$ cat src/rtl/crc_pkg.sv
package crc_pkg;

  typedef enum logic [1:0] {
    XP_NONE  = 2'd0,
    XP_BITS  = 2'd1,
    XP_FULL  = 2'd2,
    XP_BYTES = 2'd3
  } xpose_e;

  typedef struct packed {
    logic [1:0] out_xp;
    logic [1:0] in_xp;
    logic [1:0] rsv;
    logic       seed_mode;
    logic       wide;
  } ctrl_t;

  localparam logic [1:0] ADDR_DATA = 2'd0;
  localparam logic [1:0] ADDR_POLY = 2'd1;
  localparam logic [1:0] ADDR_CTRL = 2'd2;

  localparam logic [7:0] CTRL_RST  = 8'h01;
  localparam logic [7:0] CTRL_MASK = 8'hF3;

endpackage

$ cat src/rtl/crc_rst_sync.sv
module crc_rst_sync #(
  parameter int STAGES = 2
) (
  input  logic clk,
  input  logic rst_n,
  output logic rst_sync_n
);

  logic [STAGES-1:0] sync_q;

  always_ff @(posedge clk or negedge rst_n) begin
    if (!rst_n) sync_q <= '0;
    else        sync_q <= {sync_q[STAGES-2:0], 1'b1};
  end

  assign rst_sync_n = sync_q[STAGES-1];

endmodule

$ cat src/rtl/crc_xpose.sv
module crc_xpose #(
  parameter int W = 32
) (
  input  logic [W-1:0] din,
  input  logic [1:0]   code,
  output logic [W-1:0] dout
);
  import crc_pkg::*;

  localparam int NB = W / 8;

  logic [W-1:0] full_rev;
  logic [W-1:0] bit_rev;
  logic [W-1:0] byte_rev;

  for (genvar i = 0; i < W; i++) begin : g_bit
    localparam int BY = i / 8;
    localparam int BI = i % 8;
    assign full_rev[i] = din[W-1-i];
    assign bit_rev[i]  = din[BY*8 + 7 - BI];
    assign byte_rev[i] = din[(NB-1-BY)*8 + BI];
  end

  always_comb begin
    case (xpose_e'(code))
      XP_BITS:  dout = bit_rev;
      XP_FULL:  dout = full_rev;
      XP_BYTES: dout = byte_rev;
      default:  dout = din;
    endcase
  end

endmodule

$ cat src/rtl/crc_step.sv
module crc_step #(
  parameter int DW = 32
) (
  input  logic [DW-1:0] state,
  input  logic [DW-1:0] poly,
  input  logic [DW-1:0] data,
  input  logic          wide,
  output logic [DW-1:0] next
);

  localparam int HW = DW / 2;
  localparam logic [DW-1:0] LO_MASK = {{HW{1'b0}}, {HW{1'b1}}};

  logic [DW-1:0] c;
  logic [DW-1:0] p;
  logic          fb;

  always_comb begin
    c  = wide ? state : (state & LO_MASK);
    p  = wide ? poly  : (poly  & LO_MASK);
    fb = 1'b0;
    for (int i = DW-1; i >= 0; i--) begin
      fb = (wide ? c[DW-1] : c[HW-1]) ^ data[i];
      c  = {c[DW-2:0], 1'b0};
      if (fb) c = c ^ p;
      if (!wide) c = c & LO_MASK;
    end
    next = c;
  end

endmodule

$ cat src/rtl/crc_calc.sv
module crc_calc #(
  parameter int              DW       = 32,
  parameter int              AW       = 2,
  parameter logic [DW-1:0]   POLY_RST = 32'h04C11DB7,
  parameter logic [DW-1:0]   SEED_RST = 32'hFFFFFFFF
) (
  input  logic          clk,
  input  logic          rst_n,
  input  logic          clk_en,
  input  logic          req_valid,
  input  logic          req_write,
  input  logic [AW-1:0] req_addr,
  input  logic [DW-1:0] req_wdata,
  output logic [DW-1:0] rsp_rdata,
  output logic          rsp_err
);
  import crc_pkg::*;

  localparam int HW = DW / 2;

  logic          rst_sync_n;
  logic [DW-1:0] crc_q, crc_d;
  logic [DW-1:0] poly_q, poly_d;
  ctrl_t         ctrl_q, ctrl_d;

  logic          acc, wr, rd;
  logic [DW-1:0] din_x;
  logic [DW-1:0] step_next;
  logic [DW-1:0] out_w;
  logic [HW-1:0] out_h;
  logic [DW-1:0] rd_mux;

  crc_rst_sync #(.STAGES(2)) i_rst_sync (
    .clk        (clk),
    .rst_n      (rst_n),
    .rst_sync_n (rst_sync_n)
  );

  crc_xpose #(.W(DW)) i_in_xp (
    .din  (req_wdata),
    .code (ctrl_q.in_xp),
    .dout (din_x)
  );

  crc_step #(.DW(DW)) i_step (
    .state (crc_q),
    .poly  (poly_q),
    .data  (din_x),
    .wide  (ctrl_q.wide),
    .next  (step_next)
  );

  crc_xpose #(.W(DW)) i_out_xp_w (
    .din  (crc_q),
    .code (ctrl_q.out_xp),
    .dout (out_w)
  );

  crc_xpose #(.W(HW)) i_out_xp_h (
    .din  (crc_q[HW-1:0]),
    .code (ctrl_q.out_xp),
    .dout (out_h)
  );

  assign acc = req_valid & clk_en;
  assign wr  = acc & req_write;
  assign rd  = acc & ~req_write;

  // next-state logic
  always_comb begin
    crc_d  = crc_q;
    poly_d = poly_q;
    ctrl_d = ctrl_q;
    if (wr) begin
      case (req_addr)
        ADDR_DATA: begin
          if (ctrl_q.seed_mode)
            crc_d = ctrl_q.wide ? req_wdata : {{HW{1'b0}}, req_wdata[HW-1:0]};
          else
            crc_d = step_next;
        end
        ADDR_POLY: poly_d = req_wdata;
        ADDR_CTRL: ctrl_d = ctrl_t'(req_wdata[7:0] & CTRL_MASK);
        default: ;
      endcase
    end
  end

  // register process
  always_ff @(posedge clk or negedge rst_sync_n) begin
    if (!rst_sync_n) begin
      crc_q  <= SEED_RST;
      poly_q <= POLY_RST;
      ctrl_q <= ctrl_t'(CTRL_RST);
    end else begin
      crc_q  <= crc_d;
      poly_q <= poly_d;
      ctrl_q <= ctrl_d;
    end
  end

  // read path
  always_comb begin
    case (req_addr)
      ADDR_DATA: rd_mux = ctrl_q.wide ? out_w : {{HW{1'b0}}, out_h};
      ADDR_POLY: rd_mux = poly_q;
      ADDR_CTRL: rd_mux = {{(DW-8){1'b0}}, ctrl_q};
      default:   rd_mux = '0;
    endcase
  end

  assign rsp_rdata = rd ? rd_mux : '0;
  assign rsp_err   = req_valid & ~clk_en;

endmodule

$ cat config.mk
export PLATFORM = sky130hd
export DESIGN_NAME = crc_calc
export DESIGN_NICKNAME = d
export VERILOG_FILES = /design/src/rtl/crc_pkg.sv /design/src/rtl/crc_rst_sync.sv /design/src/rtl/crc_xpose.sv /design/src/rtl/crc_step.sv /design/src/rtl/crc_calc.sv
export SDC_FILE = /design/constraint.sdc
export NUM_CORES = 1
export LEC_CHECK = 0
export BUFFER_PORTS_ARGS = -buffer_cell sky130_fd_sc_hd__buf_2
export CORE_MARGIN = 2
export CORE_UTILIZATION = 32
export CTS_BUF_LIST = sky130_fd_sc_hd__clkbuf_8
export DETAILED_ROUTE_END_ITERATION = 8
export GPL_ROUTABILITY_DRIVEN = 0
export GPL_TIMING_DRIVEN = 0
export HOLD_SLACK_MARGIN = 0.03
export PLACE_DENSITY = 0.56
export SETUP_SLACK_MARGIN = 0.5
export SLEW_MARGIN = 30
export SYNTH_ARGS = -nofsm -noshare
export SYNTH_HDL_FRONTEND = slang
export SYNTH_SLANG_ARGS = --single-unit
$ cat constraint.sdc
create_clock -name clk -period 6.6 [get_ports clk]
set_input_delay 0.33 -clock clk [delete_from_list [all_inputs] [get_ports clk]]
set_output_delay 0.33 -clock clk [all_outputs]
set_load 0.03 [all_outputs]
# After elaboration in Yosys (flattened, before gate mapping)
# Cells that the tools add are included.
[totals]
reg_bits = 72
in_bits = 39
out_inout_bits = 33
wordCells = 195
[op_classes]
eq_ne = 8
n_mux = 106
n_bitwise = 70
reduce_logical = 4
[ops]
columns = ["op", "count"]
rows = [
  ["$mux 32", 70],
  ["$xor 32x32->32", 32],
  ["$pmux 32 s3", 3],
  ["$pmux 16 s3", 1],
  ["$mux 1", 32],
  ["$xor 1x1->1", 32],
  ["$eq 2x2->1 const B", 5],
  ["$eq 2x1->1 const B", 3],
  ["$reduce_and 2->1", 3],
  ["$and 1x1->1", 4],
  ["$logic_not 2->1", 1],
  ["$not 1->1", 2],
]

# Longest topological paths before layout
# Gate-level depths: netlist of the first run.
[depth]
ltp_word = 130
depth_mapped = 83
depth_no_buf = 67

# Cells and area by module
# Synthesis of the first run repeated with hierarchy kept, for this count alone.
[hier_totals]
cells_unflattened = 3449
area_unflattened_um2 = 25859.8
[by_module_without_submodules]
columns = ["module", "n_inst", "cells_per_inst", "area_per_inst_um2", "seq_area_each_um2"]
rows = [
  ["crc_step", 1, 3052, 19944.1, 0.0],
  ["crc_calc", 1, 294, 3773.6, 1810.5],
  ["crc_xpose (i_in_xp ...)", 2, 40, 824.5, 0.0],
  ["crc_xpose (i_out_xp_h)", 1, 20, 439.2, 0.0],
  ["crc_rst_sync", 1, 3, 53.8, 50.0],
]

# Least setup slack after synthesis of the first run
# Ideal clock, no wire load.
[synth_path]
kind = "register to register"
start = "register ctrl_q[4] (netlist bit)"
end = "register crc_q[29]"
setup_ns = 0.079
t_arrival_ns = 19.190
required_ns = 6.521
path_slack_ns = -12.669
stages_incl_launch_ff = 76
path_buffers = 8
synth_period_minus_slack_ns = 19.269
path_cell_list = "dfrtp_1 buf_2 mux4_2 xor2_1 buf_6 or3_1 and4_1 or2_1 a32oi_4 mux2i_1 nor3_4 mux2_4 o21a_1 or4_1 nand3_1 nand3_1 or4b_1 a22o_1 [40 not listed] o2111ai_1 nor4b_1 nor3b_2 a21oi_2 mux2_1 a311oi_2 a21oi_2 xnor2_2 mux2i_4 xor2_1 a21o_1 nand3_1 a21bo_1 buf_6 buf_2 a31oi_1 o21ai_1 a22o_1"
[synth_between]
elab_chain_cells = 130
word_cells_on_any_way = 163
classes_between = "eq/ne (3); mux (97); bitwise (63)"
[synth_lines]
columns = ["item", "line", "source"]
rows = [
  ["start, declared", "crc_calc.sv:24", "ctrl_t ctrl_q, ctrl_d;"],
  ["start signal, assigned", "crc_calc.sv:94", "ctrl_q <= ctrl_t'(CTRL_RST);"],
  ["start signal, assigned", "crc_calc.sv:98", "ctrl_q <= ctrl_d;"],
  ["$eq 2x2->1 or $eq 2x1->1 (tied branches)", "crc_xpose.sv:25", "case (xpose_e'(code))"],
  ["$pmux 32 s3 *", "crc_xpose.sv:25", ""],
  ["$xor 1x1->1", "crc_step.sv:23", "fb = (wide ? c[DW-1] : c[HW-1]) ^ data[i];"],
  ["$mux 32", "crc_step.sv:25", "if (fb) c = c ^ p;"],
  ["$mux 32", "crc_step.sv:26", "if (!wide) c = c & LO_MASK;"],
  ["$mux 1", "crc_step.sv:23", ""],
  ["$xor 1x1->1", "crc_step.sv:23", ""],
  ["$mux 32", "crc_step.sv:25", ""],
  ["[114 not listed]", "n/a", ""],
  ["$xor 1x1->1", "crc_step.sv:23", ""],
  ["$mux 32", "crc_step.sv:25", ""],
  ["$mux 32", "crc_step.sv:26", ""],
  ["$mux 1", "crc_step.sv:23", ""],
  ["$xor 1x1->1", "crc_step.sv:23", ""],
  ["$mux 32 *", "crc_step.sv:25", ""],
  ["$mux 32 *", "crc_step.sv:26", ""],
  ["$mux 32 *", "crc_calc.sv:77", "if (ctrl_q.seed_mode)"],
  ["end signal, assigned", "crc_calc.sv:96", "crc_q <= crc_d;"],
  ["end, declared", "crc_calc.sv:22", "logic [DW-1:0] crc_q, crc_d;"],
]
# Mark *: on every way between the ends. The rest lies on a longest branch, timed or not.
# A chain may end at the register's enable or synchronous reset.

# Worst setup path after layout of the first run
[layout_path]
start = "register poly_q[14]"
end = "register crc_q[29]"
[layout_between]
elab_chain_cells = 128
word_cells_on_any_way = 158
classes_between = "mux (96); bitwise (62)"
[layout_lines]
columns = ["item", "line", "source"]
rows = [
  ["start, declared", "crc_calc.sv:23", "logic [DW-1:0] poly_q, poly_d;"],
  ["start signal, assigned", "crc_calc.sv:97", "poly_q <= poly_d;"],
  ["$mux 32 *", "crc_step.sv:20", "p = wide ? poly : (poly & LO_MASK);"],
  ["$xor 32x32->32", "crc_step.sv:25", ""],
  ["$mux 32", "crc_step.sv:25", ""],
  ["$mux 32", "crc_step.sv:26", ""],
  ["$xor 32x32->32", "crc_step.sv:25", ""],
  ["$mux 32", "crc_step.sv:25", ""],
  ["$mux 32", "crc_step.sv:26", ""],
  ["$mux 1", "crc_step.sv:23", ""],
  ["[112 not listed]", "n/a", ""],
  ["$xor 1x1->1", "crc_step.sv:23", ""],
  ["$mux 32 *", "crc_step.sv:25", ""],
  ["$mux 32 *", "crc_step.sv:26", ""],
  ["$mux 1", "crc_step.sv:23", ""],
  ["$xor 1x1->1", "crc_step.sv:23", ""],
  ["$mux 32 *", "crc_step.sv:25", ""],
  ["$mux 32 *", "crc_step.sv:26", ""],
  ["$mux 32 *", "crc_calc.sv:77", ""],
]
# Marks and branches as above.

==> results by group, run 1 <==
Final layout
  – Most common cell after layout, fill and taps aside: xnor2_1
  – Most frequent cells in the layout: xnor2_1, nand2_1, nor2_1
  – Multi-input gate area: 25,600 sq um
  – Fillers: 7,965
  – Area Growth Syn to Fin: 30.3%
  – Proportion of layout cells with a drive suffix above 1: 0.248
  – Final nets: 4,092
  – Reg area: 1860 sq um
  – Final instance area: 33,100 sq um

Min path
  – Worst Hold Class: flip-flop to asynchronous set/reset pin

Clocking
  – Clk sink count: 72
  – Clock root cell: clkbuf_8
  – CTS clock-pin slew for the worst setup and hold paths: 100 ps
  – Worst-Skew Late Latency: 390 ps
  – Htree depth: 3
  – CTS Buf Count: 9
  – Clock Tree Buf Depth: 2
  – TritonCTS clock tree: built

Place
  – Post-DP HPWL: 94,500 um
  – Port bufs: 70
  – Placement Cell Area: 27,600 sq um

Route
  – DRC: 0
  – Antenna-violating nets left: 0
  – DR pass1 iterations: 8
  – Via/cell ratio: 5.76
  – WL/cell: 24.8 um
  – Routed wire length: 127,000 um
  – DRT iter0 DRCs: 3,626
  – Via Count: 29,436

Timing
  – Worst setup margin: -13,560 ps
  – RSZ-0062 raised after global routing: yes
  – Skew final: 15.3 ps
  – Tmin final: 20,160 ps
  – Pins Over Slew Limit: 0
  – Worst Tran Pin Value: 1130 ps
  – Slew margin rel.: 0.246
  – Final worst path period share: 3.05
  – Final-report setup violation count: 32
  – Fmax: 49.6 MHz
  – Hold violation count in the final report: 0

Logic synthesis
  – Avg Inst Size Synth: 6.81 sq um
  – Post-synth EDFFs: 0
  – Post-synthesis cell type count: 116
  – Synth warn: 0
  – Syn Inst Count: 3,734
  – Top FF cell, synth: dfstp_2
  – Mapped Nets: 3,773
  – Seq/Total Area, Yosys: 0.0732
  – Asr flop ratio synth: 1.00
  – Netlist Area Pre-Place: 25,400 sq um
  – Synth Register Bits: 72

Critical path
  – Family with the most delay on the worst path: simple AND/OR/NAND/NOR gates
  – R2R Setup Slk: -13,560 ps
  – CP bufs+invs: 16
  – Startpoint class of the critical path: flip-flop
  – CP Capture Type: flip-flop
  – Worst path slowest cell: nor2_2
  – CP arrival: 20,470 ps
  – WP data required: 6910 ps
  – Kind of critical path: flip-flop to flip-flop
  – Worst path max stage delay: 840 ps
  – CP max FO: 8

Floorplan
  – CORE AREA: 78,900 sq um
  – Site Rows: 103
  – I/O Pins: 72
  – Initial Util: 0.322
  – Die width: 286 um
  – Chip height: 286 um
  – Die area: 81,700 sq um

Global route
  – Gr ovfl total: 0
  – Largest net degree at the start of global routing: 49
  – GRT Overall Usage: 0.294
  – Vias in the first global route: 27,354
  – Initial antenna violation count: 4
  – First-pass GRT wire length: 182,000 um

Outcome
  – Status: finished, violations left
  – Violated checks: negative setup slack

Job
  – Maxcap violations: 0
==> per-stage QoR <==
| step | utilization | std cells | setup TNS (ps) | hold slack (ps) | setup WS, ps |
|---|---|---|---|---|---|
| after detailed placement | 0.350 | 4855 | -565590 | 125 | -16650 |
| after CTS | 0.398 | 5032 | -411800 | 225 | -12970 |
| after global routing | 0.420 | 5108 | -449280 | 246 | -14120 |
| after floorplan | - | 3734 | -377220 | 34.4 | -11840 |
| after global placement | 0.349 | 4854 | -578090 | 115 | -17050 |
| final | 0.420 | 5109 | -431030 | 233 | -13560 |
==> cells by family (layout without fill, tap and decap cells) <==
kind of cell	Yosys count	after routing	synth area share
buf+inv	333	654	0.0523
xor+xnor	1014	1014	0.366
other cells	1	2	0.000147
flops	72	72	0.0732
mux	136	136	0.0673
compound gates	554	557	0.160
simple gates	1624	1624	0.281
==> what timing repair did <==
item / 4_1_cts / 5_1_grt
pin swaps: 150 / 134
gates cloned: 9 / 5
hold buffers: 1 / 0
resized for setup: 437 / 234
setup endpoints to repair: 58 / 58
buffers inserted: 151 / 71
endpoints found under the hold margin: 2 / 0
==> state kept, by name (all words and copies together) (netlist names) <==
name,count
crc_q,32
i_rst_sync.sync_q,2
ctrl_q,6
poly_q,32
==> cell usage after synthesis (11+ instances only) <==
library cell	n	area (sq um)
o22ai_1	12	75.1
buf_1	58	218
o31ai_1	30	225
mux2_2	36	405
a31oi_1	64	400
nand2b_1	16	100
dfstp_2	47	1230
nor3_1	64	320
or2_2	12	75.1
o211ai_1	16	120
a2111oi_0	12	105
dfrtp_1	25	626
or4_1	11	82.6
o2111ai_1	14	123
a211oi_1	26	195
xnor3_1	17	383
or3_1	15	93.8
mux4_2	22	495
a21oi_1	82	410
nand3_1	69	345
xnor2_1	904	7920
nand4_1	35	219
buf_2	34	170
o21ai_0	75	375
a211o_1	15	131
and4_1	34	298
inv_1	18	67.6
and3_1	23	144
o21a_1	17	128
mux2i_1	73	731
nand2_1	768	2880
clkbuf_1	206	773
xor2_1	75	657
o21ai_1	35	175
and2_1	32	200
a22oi_1	21	158
nor4_1	28	175
nor2_1	463	1740
==> cell type report <==
type / count / area share
clock inverter: 7 / 0.00227
sequential: 72 / 0.0563
antenna: 1 / 0.0000755
multi-input combinational: 3332 / 0.774
tap: 1050 / 0.0396
timing repair buffer: 305 / 0.0723
buffer: 304 / 0.0485
inverter: 29 / 0.00336
clock buffer: 9 / 0.00374
==> worst paths after layout <==
kind | cells past startpoint | start | endpoint
setup reg to reg | 81 | poly_q[14] | crc_q[29]
min in group clk | 3 | req_wdata[12] | poly_q[12]
max in group asynchronous | 1 | i_rst_sync.sync_q[1] | crc_q[7]
hold reg to reg | 0 | i_rst_sync.sync_q[1] | ctrl_q[6]
setup / recovery | 81 | poly_q[14] | crc_q[29]
hold / removal | 0 | i_rst_sync.sync_q[1] | ctrl_q[6]
==> layer usage <==
layer | wire length [um] | global-route usage | up-vias
met5 | 37 | 0 | -
met4 | 7900 | 0.146 | 6
met3 | 14200 | 0.0682 | 419
met2 | 55500 | 0.463 | 1727
met1 | 49000 | 0.377 | 14063
li1 | - | - | 13221
Power of run 1 is left out: the tool's default activity adds up to more than one toggle a clock period on the data nets, which glitch-free logic cannot reach.
==> run 2: changes to the inputs <==
--- a/config.mk
+++ b/config.mk
@@ -21 +21,2 @@
 export SYNTH_SLANG_ARGS = --single-unit
+export TNS_END_PERCENT = 5
--- a/constraint.sdc
+++ b/constraint.sdc
@@ -3,2 +3,2 @@
 set_output_delay 0.33 -clock clk [all_outputs]
-set_load 0.03 [all_outputs]
+set_load 0.005 [all_outputs]
==> run 2 against run 1 <==
Net effect: the flow still finishes with violations (negative setup slack); clock skew decreased by 11 ps; register-to-register slack lost 50 ps; global-route usage shrank 0.18 points; fmax decreased by 0.26%.
==> results by group, run 2 (synthesis results as in run 1) <==
Critical path
  – Worst path slowest cell: nor2_2
  – Worst path max stage delay: 850 ps (about the same)
  – Family with the most delay on the worst path: simple AND/OR/NAND/NOR gates
  – CP Capture Type: flip-flop
  – CP bufs+invs: 21 (+5)
  – Kind of critical path: flip-flop to flip-flop
  – CP max FO: 10 (+2)
  – WP data required: 6890 ps (-20 ps)
  – CP arrival: 20,500 ps (+30 ps)
  – Most used cell, CP: buf_4
  – Startpoint class of the critical path: flip-flop
  – R2R Setup Slk: -13,610 ps (-50 ps)

Route
  – WL/cell: 24.9 um (+0.27%)
  – Met3 WL: 14,600 um (+2.5%)
  – Metal-1 WL: 48,800 um (-0.45%)
  – Via Count: 29,402 (-0.12%)
  – DRT iter0 DRCs: 3,600 (-0.72%)
  – Antenna-violating nets left: 0 (unchanged)
  – DRC: 0 (unchanged)
  – DR pass1 iterations: 6 (-2)
  – Uppermost layer routed: met5
  – Via/cell ratio: 5.80 (+0.71%)
  – Met2 wire len: 54,700 um (-1.4%)
  – Routed wire length: 126,000 um (-0.56%)

Place
  – Placed cells: 4,855 (unchanged)
  – Post-DP HPWL: 94,900 um (+0.42%)
  – Port bufs: 70 (unchanged)
  – Placement Cell Area: 27,500 sq um (-0.27%)

Final layout
  – Most common cell after layout, fill and taps aside: xnor2_1
  – Multi-input gate area: 25,200 sq um (-1.9%)
  – Proportion of layout cells with a drive suffix above 1: 0.224 (-0.0236)
  – Reg area: 1860 sq um (unchanged)
  – Top flop regs: crc_q: 32 flops, poly_q: 32 flops, ctrl_q: 6 flops
  – Fillers: 8,132 (+2.1%)
  – Most frequent cells in the layout: xnor2_1, nand2_1, nor2_1
  – Fin cells: 5,067 (-0.82%)
  – Final instance area: 32,100 sq um (-3.2%)
  – Area Growth Syn to Fin: 26.2%
  – Final nets: 4,051 (-1.0%)
  – # diodes: 0 (-1)

Timing
  – RSZ-0062 raised after global routing: yes
  – Fmax: 49.5 MHz (-0.26%)
  – Skew final: 4.73 ps (-10.6 ps)
  – Tmin final: 20,210 ps (+51.9 ps)
  – Slew margin rel.: 0.164 (-0.0813)
  – Worst Tran Pin Value: 1240 ps (+109 ps)
  – TNS Setup: -434,850 ps (-3820 ps)
  – Worst setup margin: -13,610 ps (-51.9 ps)
  – Hold violation count in the final report: 0 (unchanged)
  – Pins Over Slew Limit: 0 (unchanged)
  – Final-report setup violation count: 46 (+44%)
  – Final worst path period share: 3.06 (+0.00786)

Floorplan
  – Die width: 286 um (unchanged)
  – Die area: 81,700 sq um (unchanged)
  – Initial Util: 0.322 (unchanged)
  – I/O Pins: 72 (unchanged)
  – Site Rows: 103 (unchanged)
  – Chip height: 286 um (unchanged)
  – CORE AREA: 78,900 sq um (unchanged)

Outcome
  – Status: finished, violations left
  – Violated checks: negative setup slack

Global route
  – Initial antenna violation count: 3 (-1)
  – Gr ovfl total: 0 (unchanged)
  – GRT Overall Usage: 0.293 (-0.00179)
  – Vias in the first global route: 26,990 (-1.3%)
  – Largest net degree at the start of global routing: 44 (-10%)
  – First-pass GRT wire length: 181,000 um (-0.72%)

Min path
  – Worst Hold Class: input pin to flip-flop

Clocking
  – Clock root cell: clkbuf_8
  – CTS clock-pin slew for the worst setup and hold paths: 80 ps (-20 ps)
  – Clk sink count: 72 (unchanged)
  – TritonCTS clock tree: built
  – CTS Buf Count: 9 (unchanged)
  – Htree depth: 3 (unchanged)
  – Clock Tree Buf Depth: 2 (unchanged)
  – Worst-Skew Late Latency: 370 ps (-20 ps)

Job
  – Maxcap violations: 0 (unchanged)
[run 2: cell types whose count changed in the layout (fill, tap and decap cells not counted), moves of 6 or more]
cell / previous run / this run
nor2_1: 441 / 448
and4_1: 22 / 28
buf_4: 200 / 186
o31ai_1: 10 / 17
and4_4: 12 / 6
xnor2_2: 59 / 50
xnor2_1: 845 / 854
clkbuf_2: 23 / 29
buf_6: 61 / 37
[run 2: routing by layer]
layer	vias to the layer above	track usage
met1	14092	0.376
met4	6	0.143
li1	13125	-
met2	1767	0.459
met3	412	0.0687
met5	-	0
[run 2: layout make-up]
type | instances | area share
inverter | 29 | 0.00347
buffer | 304 | 0.0472
tap | 1050 | 0.0409
timing repair buffer | 264 | 0.0597
sequential | 72 | 0.0581
multi-input combinational | 3332 | 0.784
clock inverter | 5 | 0.00148
clock buffer | 11 | 0.00472
[run 2: worst register-to-register path, delay by kind of cell, from the launching register on]
kind                   cells  cell delay, ps
AO/OA/AOI/OAI             28            6590
multiplexers               6            1900
buffers and inverters     21            3490
AND/OR/NAND/NOR           26            6730
flip-flops                 1             410
XOR/XNOR                   5            1000
[run 2: per-stage QoR]
step                      hold WS (ps)  worst slack, ps   util
after floorplan                   34.4           -11860      -
final                              247           -13610  0.407
after global routing               249           -14060  0.407
after detailed placement           119           -16660  0.349
after global placement             116           -17140  0.349
after CTS                          238           -13240  0.380
[run 2: timing repair]
item                                    CTS  global route
gates cloned                              1             3
resized for setup                       297           239
hold buffers                              1             0
pin swaps                               116           124
endpoints found under the setup margin   58            58
hold endpoints to repair                  2             0
setup buffers                           102            89
[run 2: final timing paths]
check                      cells past startpoint              endpoint                  from
max in group asynchronous                      1              crc_q[0]  i_rst_sync.sync_q[1]
max reg2reg                                   86             crc_q[21]            poly_q[14]
min reg2reg                                    0             ctrl_q[6]  i_rst_sync.sync_q[1]
min in group asynchronous                      2  i_rst_sync.sync_q[1]                 rst_n
min                                            3             poly_q[8]          req_wdata[8]
max                                           86             crc_q[21]            poly_q[14]
Power of run 2 is left out for the same reason.
